$ cat src/rtl/qdac_pkg.sv
package qdac_pkg;

  // strobes from control to datapath, each valid for one system cycle
  typedef struct packed {
    logic shiftEn;
    logic sdoUpd;
    logic commit;
    logic clear;
    logic load;
  } strobe_t;

  typedef enum logic [1:0] {
    ST_IDLE,
    ST_COLLECT,
    ST_FULL
  } frame_st_e;

endpackage

$ cat src/rtl/qdac_sync.sv
module qdac_sync #(
  parameter int N = 6,
  parameter int STAGES = 2,
  parameter logic [N-1:0] RST_VAL = '1
) (
  input  logic         clk,
  input  logic         rstN,
  input  logic [N-1:0] pinIn,
  output logic [N-1:0] syncOut
);

  genvar i;
  generate
    for (i = 0; i < N; i++) begin : g_bit
      logic [STAGES-1:0] chain;
      always_ff @(posedge clk or negedge rstN) begin
        if (!rstN) chain <= {STAGES{RST_VAL[i]}};
        else       chain <= {chain[STAGES-2:0], pinIn[i]};
      end
      assign syncOut[i] = chain[STAGES-1];
    end
  endgenerate

endmodule

$ cat src/rtl/qdac_ctrl.sv
module qdac_ctrl
  import qdac_pkg::*;
#(
  parameter int WORD_W = 16
) (
  input  logic    clk,
  input  logic    rstN,
  input  logic    sclkS,
  input  logic    frameS,
  input  logic    loadS,
  input  logic    clearS,
  input  logic    chainEn,
  output strobe_t stb
);

  localparam int CNT_W = $clog2(WORD_W + 1);
  localparam logic [CNT_W-1:0] FULL_CNT = CNT_W'(WORD_W);

  logic sclkPrev, framePrev;
  logic [CNT_W-1:0] bitCnt;
  frame_st_e state;

  logic sclkFall, sclkRise, frameRise, cntFull;

  assign sclkFall  = sclkPrev & ~sclkS;
  assign sclkRise  = ~sclkPrev & sclkS;
  assign frameRise = ~framePrev & frameS;
  assign cntFull   = (bitCnt == FULL_CNT);

  always_comb begin
    stb.shiftEn = ~frameS & sclkFall & (state != ST_FULL) & (chainEn | ~cntFull);
    stb.sdoUpd  = sclkRise;
    if (chainEn) stb.commit = frameRise & cntFull;
    else         stb.commit = ~frameS & (state == ST_COLLECT) & cntFull;
    stb.clear   = ~clearS;
    stb.load    = ~loadS;
  end

  always_ff @(posedge clk or negedge rstN) begin
    if (!rstN) begin
      sclkPrev  <= 1'b1;
      framePrev <= 1'b1;
    end else begin
      sclkPrev  <= sclkS;
      framePrev <= frameS;
    end
  end

  always_ff @(posedge clk or negedge rstN) begin
    if (!rstN) begin
      state  <= ST_IDLE;
      bitCnt <= '0;
    end else if (frameS) begin
      state  <= ST_IDLE;
      bitCnt <= '0;
    end else begin
      if (stb.shiftEn && !cntFull) bitCnt <= bitCnt + 1'b1;
      case (state)
        ST_IDLE:    state <= ST_COLLECT;
        ST_COLLECT: if (stb.commit) state <= ST_FULL;
        default:    state <= state;
      endcase
    end
  end

endmodule

$ cat src/rtl/qdac_dpath.sv
module qdac_dpath
  import qdac_pkg::*;
#(
  parameter int NUM_CH = 4,
  parameter int DATA_W = 12,
  parameter int WORD_W = 16
) (
  input  logic                     clk,
  input  logic                     rstN,
  input  logic                     dinS,
  input  strobe_t                  stb,
  output logic                     sdo,
  output logic [NUM_CH*DATA_W-1:0] dacCode,
  output logic [NUM_CH-1:0]        refBuf
);

  localparam int ADDR_W  = (NUM_CH > 1) ? $clog2(NUM_CH) : 1;
  localparam int BUF_POS = WORD_W - 1 - ADDR_W;

  logic [WORD_W-1:0] shiftReg;
  logic [ADDR_W-1:0] wordAddr;
  logic              wordBuf;
  logic [DATA_W-1:0] wordCode;

  assign wordAddr = shiftReg[WORD_W-1 -: ADDR_W];
  assign wordBuf  = shiftReg[BUF_POS];
  assign wordCode = shiftReg[DATA_W-1:0];

  always_ff @(posedge clk or negedge rstN) begin
    if (!rstN) shiftReg <= '0;
    else if (stb.shiftEn) shiftReg <= {shiftReg[WORD_W-2:0], dinS};
  end

  always_ff @(posedge clk or negedge rstN) begin
    if (!rstN) sdo <= 1'b0;
    else if (stb.sdoUpd) sdo <= shiftReg[WORD_W-1];
  end

  genvar ch;
  generate
    for (ch = 0; ch < NUM_CH; ch++) begin : g_ch
      logic [DATA_W-1:0] inCode, dacReg;
      logic              inBuf, dacBuf;
      logic              hit;

      assign hit = stb.commit && (wordAddr == ADDR_W'(ch));

      always_ff @(posedge clk or negedge rstN) begin
        if (!rstN) begin
          inCode <= '0;
          inBuf  <= 1'b0;
          dacReg <= '0;
          dacBuf <= 1'b0;
        end else if (stb.clear) begin
          inCode <= '0;
          inBuf  <= 1'b0;
          dacReg <= '0;
          dacBuf <= 1'b0;
        end else begin
          if (hit) begin
            inCode <= wordCode;
            inBuf  <= wordBuf;
          end
          if (stb.load) begin
            dacReg <= inCode;
            dacBuf <= inBuf;
          end
        end
      end

      assign dacCode[ch*DATA_W +: DATA_W] = dacReg;
      assign refBuf[ch] = dacBuf;
    end
  endgenerate

endmodule

$ cat src/rtl/qdac_front.sv
module qdac_front
  import qdac_pkg::*;
#(
  parameter int NUM_CH = 4,
  parameter int DATA_W = 12,
  parameter int WORD_W = 16,
  parameter int SYNC_STAGES = 2
) (
  input  logic                     clk,
  input  logic                     rstN,
  input  logic                     serClk,
  input  logic                     serDin,
  input  logic                     frameN,
  input  logic                     loadN,
  input  logic                     clearN,
  input  logic                     sleepN,
  input  logic                     chainEn,
  output logic                     serDout,
  output logic [NUM_CH*DATA_W-1:0] dacCode,
  output logic [NUM_CH-1:0]        refBuf,
  output logic                     hiZ
);

  localparam int NPIN = 6;
  // order: sleep, clear, load, frame, din, sclk
  localparam logic [NPIN-1:0] PIN_IDLE = 6'b111101;

  logic [NPIN-1:0] pinRaw, pinS;
  strobe_t stb;

  assign pinRaw = {sleepN, clearN, loadN, frameN, serDin, serClk};

  qdac_sync #(.N(NPIN), .STAGES(SYNC_STAGES), .RST_VAL(PIN_IDLE)) u_sync (
    .clk(clk), .rstN(rstN), .pinIn(pinRaw), .syncOut(pinS)
  );

  qdac_ctrl #(.WORD_W(WORD_W)) u_ctrl (
    .clk(clk), .rstN(rstN), .sclkS(pinS[0]), .frameS(pinS[2]),
    .loadS(pinS[3]), .clearS(pinS[4]), .chainEn(chainEn), .stb(stb)
  );

  qdac_dpath #(.NUM_CH(NUM_CH), .DATA_W(DATA_W), .WORD_W(WORD_W)) u_dpath (
    .clk(clk), .rstN(rstN), .dinS(pinS[1]), .stb(stb), .sdo(serDout),
    .dacCode(dacCode), .refBuf(refBuf)
  );

  assign hiZ = ~pinS[5];

endmodule

$ cat config.mk
export PLATFORM = sky130hd
export DESIGN_NAME = qdac_front
export DESIGN_NICKNAME = d
export VERILOG_FILES = /design/src/rtl/qdac_pkg.sv /design/src/rtl/qdac_sync.sv /design/src/rtl/qdac_ctrl.sv /design/src/rtl/qdac_dpath.sv /design/src/rtl/qdac_front.sv
export SDC_FILE = /design/constraint.sdc
export NUM_CORES = 1
export LEC_CHECK = 0
export BUFFER_PORTS_ARGS = -buffer_cell sky130_fd_sc_hd__buf_2
export CAP_MARGIN = 10
export CORE_ASPECT_RATIO = 0.7
export CORE_MARGIN = 10
export CORE_UTILIZATION = 58
export DETAILED_ROUTE_END_ITERATION = 12
export MAX_ROUTING_LAYER = met4
export PLACE_DENSITY_LB_ADDON = 0.1
export SYNTH_ARGS = -nofsm -noshare
export SYNTH_HDL_FRONTEND = slang
export SYNTH_HIERARCHICAL = 1
export SYNTH_SLANG_ARGS = --single-unit
export TNS_END_PERCENT = 50
$ cat constraint.sdc
create_clock -name clk -period 2.41 [get_ports clk]
set_clock_uncertainty 0.1 [all_clocks]
set_input_delay 0.482 -clock clk [delete_from_list [all_inputs] [get_ports clk]]
set_output_delay 0.482 -clock clk [all_outputs]
set_load 0.05 [all_outputs]
==> summary.txt, run 1 <==
Route
  • # DRC: 0
  • DR WL/cell: around 18 µm
  • DR vias/cell: roughly 5.3
  • Pre-antenna DRT Iters: 5
  • First DRT Iteration DRCs: around 190
  • Vias: roughly 3500
  • Post-route ant nets: 0
  • Wirelength, routed: 11700 µm

Worst setup path
  • Crit start category: flop
  • Critical Path End Type: flop
  • Req. time, crit path: 2.58 ns
  • Setup CP Type: reg2reg
  • Worst R2R Setup Slack: about 0.27 ns
  • Crit path max fanout: 10
  • Worst reg2reg path depth: 7
  • Crit path DAT: ~2.3 ns

Synthesis
  • Post-Synth XOR/XNOR Area: 0.00442
  • Mapped Area: around 0.0059 mm²
  • Largest area contributor in the netlist: dfrtp_1
  • Cell variety after synth: 33
  • Count leader, synth: dfrtp_1
  • Avg Inst Size Synth: approximately 13 µm²
  • Post-synth EDFFs: 0
  • Area contributors post-synth: dfrtp_1, mux2i_1, nand2b_1
  • Syn Nets: 474
  • Post-synthesis compound-gate area fraction: 0.00673
  • Synth cell count leaders: dfrtp_1, mux2i_1, nand2b_1
  • Ys async rst share: 1.00
  • Cells after Synth: 463
  • Synth Area in Adders: 0.00421
  • Register area share after synthesis: 0.600
  • Seq cells post-synth: 142
  • Synth top area share: 0.547
  • Main flop type after synthesis: dfrtp_1
  • Mux cell area share after synthesis: 0.209
  • Synth Area in Simple Gates: 0.135
  • Largest family of logic cells by synthesized area: multiplexers
  • Yosys warning count: 6

GRT
  • Initial antenna violation count: 0
  • Largest net degree at the start of global routing: 62
  • GRT Util Overall: 0.172
  • Vias in the first global route: between 3000 and 4000
  • Grt total ovfl: 0
  • Global-route wire length before repair: about 20000 µm

Outcome
  • Outcome: finished clean

Die
  • Die width: 141 µm
  • Core Area: a little under 0.01 mm²
  • DIE HEIGHT: ~100 µm
  • # rows: 30
  • IO Pins: 63
  • Initial Util: 0.605
  • Die ar.: between 0.01 and 0.015 mm²

Finish
  • ANT cells: 0
  • Filler instances: around 680
  • FF+latch area: 0.00357 mm²
  • Fin nets: 530
  • Layout cells sized above 1: 0.269
  • Multi-input gate area: between 0.002 and 0.0025 mm²
  • Area Overhead vs Synth: 17.6%

STA
  • Max frequency: between 0.4 and 0.5 GHz
  • Period utilization: 0.889
  • Setup ws final: 0.268 ns
  • Fin. max-slew vios: 0
  • Final number of setup-violating endpoints: 0
  • Slew HR: 0.535
  • Setup TNS: 0 ns
  • Worst-Margin Slew: approximately 0.70 ns
  • Unrepaired setup endpoints after global routing: no
  • Fin. Hold Viols: 0
  • Final worst path period need: between 2 and 2.5 ns

Clock network
  • Sink Count: 142
  • # H-tree levels: 4
  • TritonCTS clock tree: done
  • CTS Hold Bufs: 1
  • Clock transition at path regs: around 0.060 ns
  • Worst skew pair latency: between 0.4 and 0.5 ns
  • Postcts setup bufs: 0
  • Clock Path Buffers: 2
  • CTS root buf: clkbuf_16
  • Cts repair resizes: 0
  • Cts bufs inserted: 17

Run
  • Max_cap viols: 0

Power
  • Leakage: roughly 3.7 nW
  • Pwr dens: ~820 mW/mm²
  • Peak supply drop: between 0.8 and 0.9 mV

Hold path
  • Hold path depth: 1
  • Hold Path Class: in2reg

Placed design
  • Dpl hpwl: ~7700 µm
  • # port buffers: between 60 and 70
  • Final GP Congestion: slightly below 0.8
  • Setup WS pre-CTS: between 0.2 and 0.25 ns
## registers in the layout (all words and copies together) (netlist names)
register	cells
u_dpath/g_ch.inCode	48
u_ctrl/framePrev	1
u_dpath/g_ch.inBuf	4
u_ctrl/bitCnt	5
u_dpath/g_ch.dacReg	48
u_dpath/g_ch.dacBuf	4
u_sync/g_bit.chain	12
u_dpath/sdo	1
u_ctrl/state	2
u_ctrl/sclkPrev	1
u_dpath/shiftReg	16
## per-layer routing
layer | share of wire | track usage | up-vias | wire, µm
met1 | 0.50 | 0.239 | 1746 | 5800
li1 | - | - | 1651 | -
met3 | 0.051 | 0.0592 | 6 | 599
met2 | 0.45 | 0.230 | 68 | 5220
met5 | 0 | - | - | 0
met4 | 0.0064 | 0.0529 | 0 | 75
## metrics by stage
stage	hold WS, ns	utilization	power, W	cells	area, µm²
global route	0.0506	0.711	0.00595	660	6990
global placement	0.231	0.642	0.00287	627	6320
detailed placement	0.236	0.642	0.00288	627	6320
finish	0.0676	0.711	0.00574	660	6990
CTS	0.0475	0.711	0.00581	660	6990
floorplan	0.0864	-	0.00274	463	5950
## power breakdown
part           switching (W)  internal (W)  leakage, nW
Clock               0.000959       0.00195        0.327
Combinational       0.000197      0.000119         1.47
Sequential         0.0000540       0.00247         1.92
Total                0.00121       0.00453         3.72
## layout by cell type, fill, tap and decap left out, types with 2 or more instances in the layout
| master | netlist | layout |
|---|---|---|
| buf_2 | 17 | 61 |
| buf_4 | 12 | 12 |
| bufinv_16 | 0 | 5 |
| clkbuf_16 | 0 | 17 |
| clkbuf_8 | 0 | 4 |
| clkinv_2 | 0 | 3 |
| dfrtp_1 | 130 | 130 |
| dfstp_2 | 12 | 12 |
| ha_1 | 2 | 2 |
| inv_1 | 6 | 4 |
| inv_2 | 0 | 2 |
| mux2_2 | 17 | 17 |
| mux2i_1 | 105 | 105 |
| nand2_1 | 5 | 5 |
| nand2b_1 | 67 | 67 |
| nand3b_1 | 2 | 2 |
| nor2_1 | 57 | 57 |
| xnor2_1 | 3 | 3 |
## critical path, stage by stage, from the launching register on
cell	delay [ns]
dfrtp_1	0.38
inv_1	0.12
ha_1	0.16
and4bb_4	0.29
and2_1	0.25
or3b_1	0.37
buf_4	0.20
mux2i_1	0.14
## final cells by class
cell class,instances,area share
timing repair buffer,76,0.0624
tap,128,0.0229
multi-input combinational,276,0.306
clock inverter,10,0.0259
sequential,142,0.510
clock buffer,22,0.0692
inverter,6,0.00322
## worst paths after layout
path | startpoint | end
max in group asynchronous | rstN | u_dpath/g_ch[3].inCode[6]$_DFFE_PN0P_
max | u_ctrl/bitCnt[1]$_DFFE_PN0P_ | u_dpath/g_ch[0].inCode[6]$_DFFE_PN0P_
min reg2reg | u_sync/g_bit[1].chain[0]$_DFF_PN0_ | u_sync/g_bit[1].chain[1]$_DFF_PN0_
max reg2reg | u_ctrl/bitCnt[1]$_DFFE_PN0P_ | u_dpath/g_ch[0].inCode[6]$_DFFE_PN0P_
min | sleepN | u_sync/g_bit[5].chain[0]$_DFF_PN1_
min in group asynchronous | rstN | u_dpath/g_ch[0].dacBuf$_DFFE_PN0P_
## cells by family after synthesis
| group | Yosys count |
|---|---|
| xor+xnor | 3 |
| compound gates | 5 |
| buf+inv | 45 |
| simple gates | 144 |
| mux | 122 |
| flops | 142 |
| fa+ha+maj | 2 |
(Power assumes the default switching activity.)
==> run 2: changes to the inputs <==
BUFFER_PORTS_ARGS = not set   (was -buffer_cell sky130_fd_sc_hd__buf_2)
CORE_UTILIZATION = 60   (was 58)
DONT_BUFFER_PORTS = 1   (was not set)
==> run 2 against run 1 <==
Net effect:
- the flow now finishes with violations (hold timing)
- core utilization fell by 2.0 points
- clock power hardly changed
- final cell count fell by 9.2%
- critical path depth shrank 1
- sequential cell count stayed put
- sequential power barely moved
- critical path type unchanged
- largest cell class unchanged
==> summary.txt, run 2 (same netlist as run 1, synthesis figures left out) <==
GRT
  • Grt total ovfl: 0
  • Largest net degree at the start of global routing: 143
  • Global-route wire length before repair: ~19000 µm
  • Vias in the first global route: 3402
  • Initial antenna violation count: 0
  • GRT Util Overall: 0.170

Route
  • First DRT Iteration DRCs: about 260
  • Vias: between 3000 and 4000
  • DR WL/cell: ~19 µm
  • # DRC: 0
  • Wirelength, routed: 11300 µm
  • Pre-antenna DRT Iters: 4
  • DR vias/cell: approximately 5.4
  • Post-route ant nets: 0

STA
  • Final worst path period need: 2.26 ns
  • Max frequency: about 0.44 GHz
  • Unrepaired setup endpoints after global routing: no
  • Final number of setup-violating endpoints: 0
  • Period utilization: 0.938
  • Fin. Hold Viols: about 140
  • Fin. max-slew vios: 0
  • Worst-Margin Slew: 0.547 ns
  • Slew HR: 0.636
  • Setup TNS: 0 ns
  • WHS: -0.339 ns

Clock network
  • TritonCTS clock tree: done
  • Postcts setup bufs: 0
  • Cts repair resizes: 0
  • Worst skew pair latency: 0.41 ns
  • CTS Hold Bufs: 6
  • CTS root buf: clkbuf_16
  • Cts bufs inserted: 17
  • Clock Path Buffers: 2
  • # H-tree levels: 4
  • Sink Count: ~140
  • Clock transition at path regs: 0.06 ns

Finish
  • ANT cells: 0
  • Commonest non-fill, non-tap cell in the layout: dfrtp_1
  • Commonest cells after routing, fill and taps aside: dfrtp_1, mux2i_1, nand2b_1
  • Area Overhead vs Synth: 12.5%
  • Layout cells sized above 1: 0.163
  • Largest registers: u_dpath/g_ch.dacReg x48, u_dpath/g_ch.inCode x48, u_dpath/shiftReg x16
  • Fin nets: ~470

Worst setup path
  • Req. time, crit path: 2.57 ns
  • Buf/Inv on CP: 1
  • Critical Path End Type: flop
  • Worst path cell trace: inv_1 -> ha_1 -> and4bb_4 -> and2_1 -> or3b_1 -> mux2i_1
  • Crit path DAT: 2.42 ns
  • Worst path top cell family by delay: simple AND/OR/NAND/NOR gates
  • Setup CP Type: reg2reg
  • Worst path depth: 6
  • Crit start category: flop
  • Crit path max fanout: 10
  • Worst reg2reg path depth: 6
  • Slowest cell on crit path: or3b_1
  • Crit path largest cell delay: slightly above 0.6 ns

Power
  • Overall power: approximately 0.0057 W
  • Peak supply drop: 0.624 mV
  • Leakage: roughly 3.4 nW
  • Pwr dens: between 800 and 900 mW/mm²

Die
  • # rows: 30
  • Core Area: slightly below 0.01 mm²
  • Die ar.: around 0.014 mm²
  • DIE HEIGHT: slightly above 100 µm
  • Die width: ~140 µm
  • IO Pins: 63
  • Initial Util: 0.614

Outcome
  • Outcome: finished with violations
  • Failing checks: hold timing

Placed design
  • Dpl hpwl: a little over 7000 µm
  • # port buffers: 0
  • Final GP Congestion: roughly 0.8

Hold path
  • Hold Path Class: in2async

Run
  • Max_cap viols: 0
run 2: stage by stage:
step                      setup WS, ns  instances  hold WS (ns)  instance area, µm²   util
after floorplan                  0.223        463        0.0864                5950      -
after global placement           0.204        561        0.0928                5970  0.617
after detailed placement         0.123        561        0.0926                5970  0.617
after CTS                        0.131        599        -0.351                6690  0.691
after global routing            0.0435        599        -0.358                6690  0.691
final                            0.150        599        -0.339                6690  0.691
run 2: cell type report:
type / instances / area [µm²]
Tap cell: 128 / 160
Clock inverter: 13 / 218
Inverter: 6 / 22.5
Multi-Input combinational cell: 276 / 2140
Clock buffer: 19 / 443
Sequential cell: 142 / 3570
Timing Repair Buffer: 15 / 140
Fill cell: 707 / 2990
run 2: per-layer routing:
metal,up-vias,wire (µm),global-route usage
met3,8,693,0.0543
met4,0,83,0.0600
li1,1531,-,-
met1,1668,5390,0.226
met5,-,0,-
met2,53,5140,0.240
run 2: path summary, 6_finish.rpt:
kind | startpoint | to | slack (ns)
min in group clk | u_sync/g_bit[1].chain[0]$_DFF_PN0_ | u_sync/g_bit[1].chain[1]$_DFF_PN0_ | 0.25
max | u_ctrl/bitCnt[0]$_DFFE_PN0P_ | u_dpath/g_ch[0].inCode[6]$_DFFE_PN0P_ | 0.15
max in group asynchronous | rstN | u_sync/g_bit[5].chain[0]$_DFF_PN1_ | 2.33
min reg2reg | u_sync/g_bit[1].chain[0]$_DFF_PN0_ | u_sync/g_bit[1].chain[1]$_DFF_PN0_ | 0.25
min | rstN | u_dpath/g_ch[0].dacReg[11]$_DFFE_PN0P_ | -0.34
max reg2reg | u_ctrl/bitCnt[0]$_DFFE_PN0P_ | u_dpath/g_ch[0].inCode[6]$_DFFE_PN0P_ | 0.15
run 2: power by group:
part / total, W / leakage (nW) / internal (W) / switching, W
combinational: 0.000268 / 1.14 / 0.000115 / 0.000153
sequential: 0.00252 / 1.92 / 0.00247 / 0.0000537
clock: 0.00290 / 0.326 / 0.00196 / 0.000949
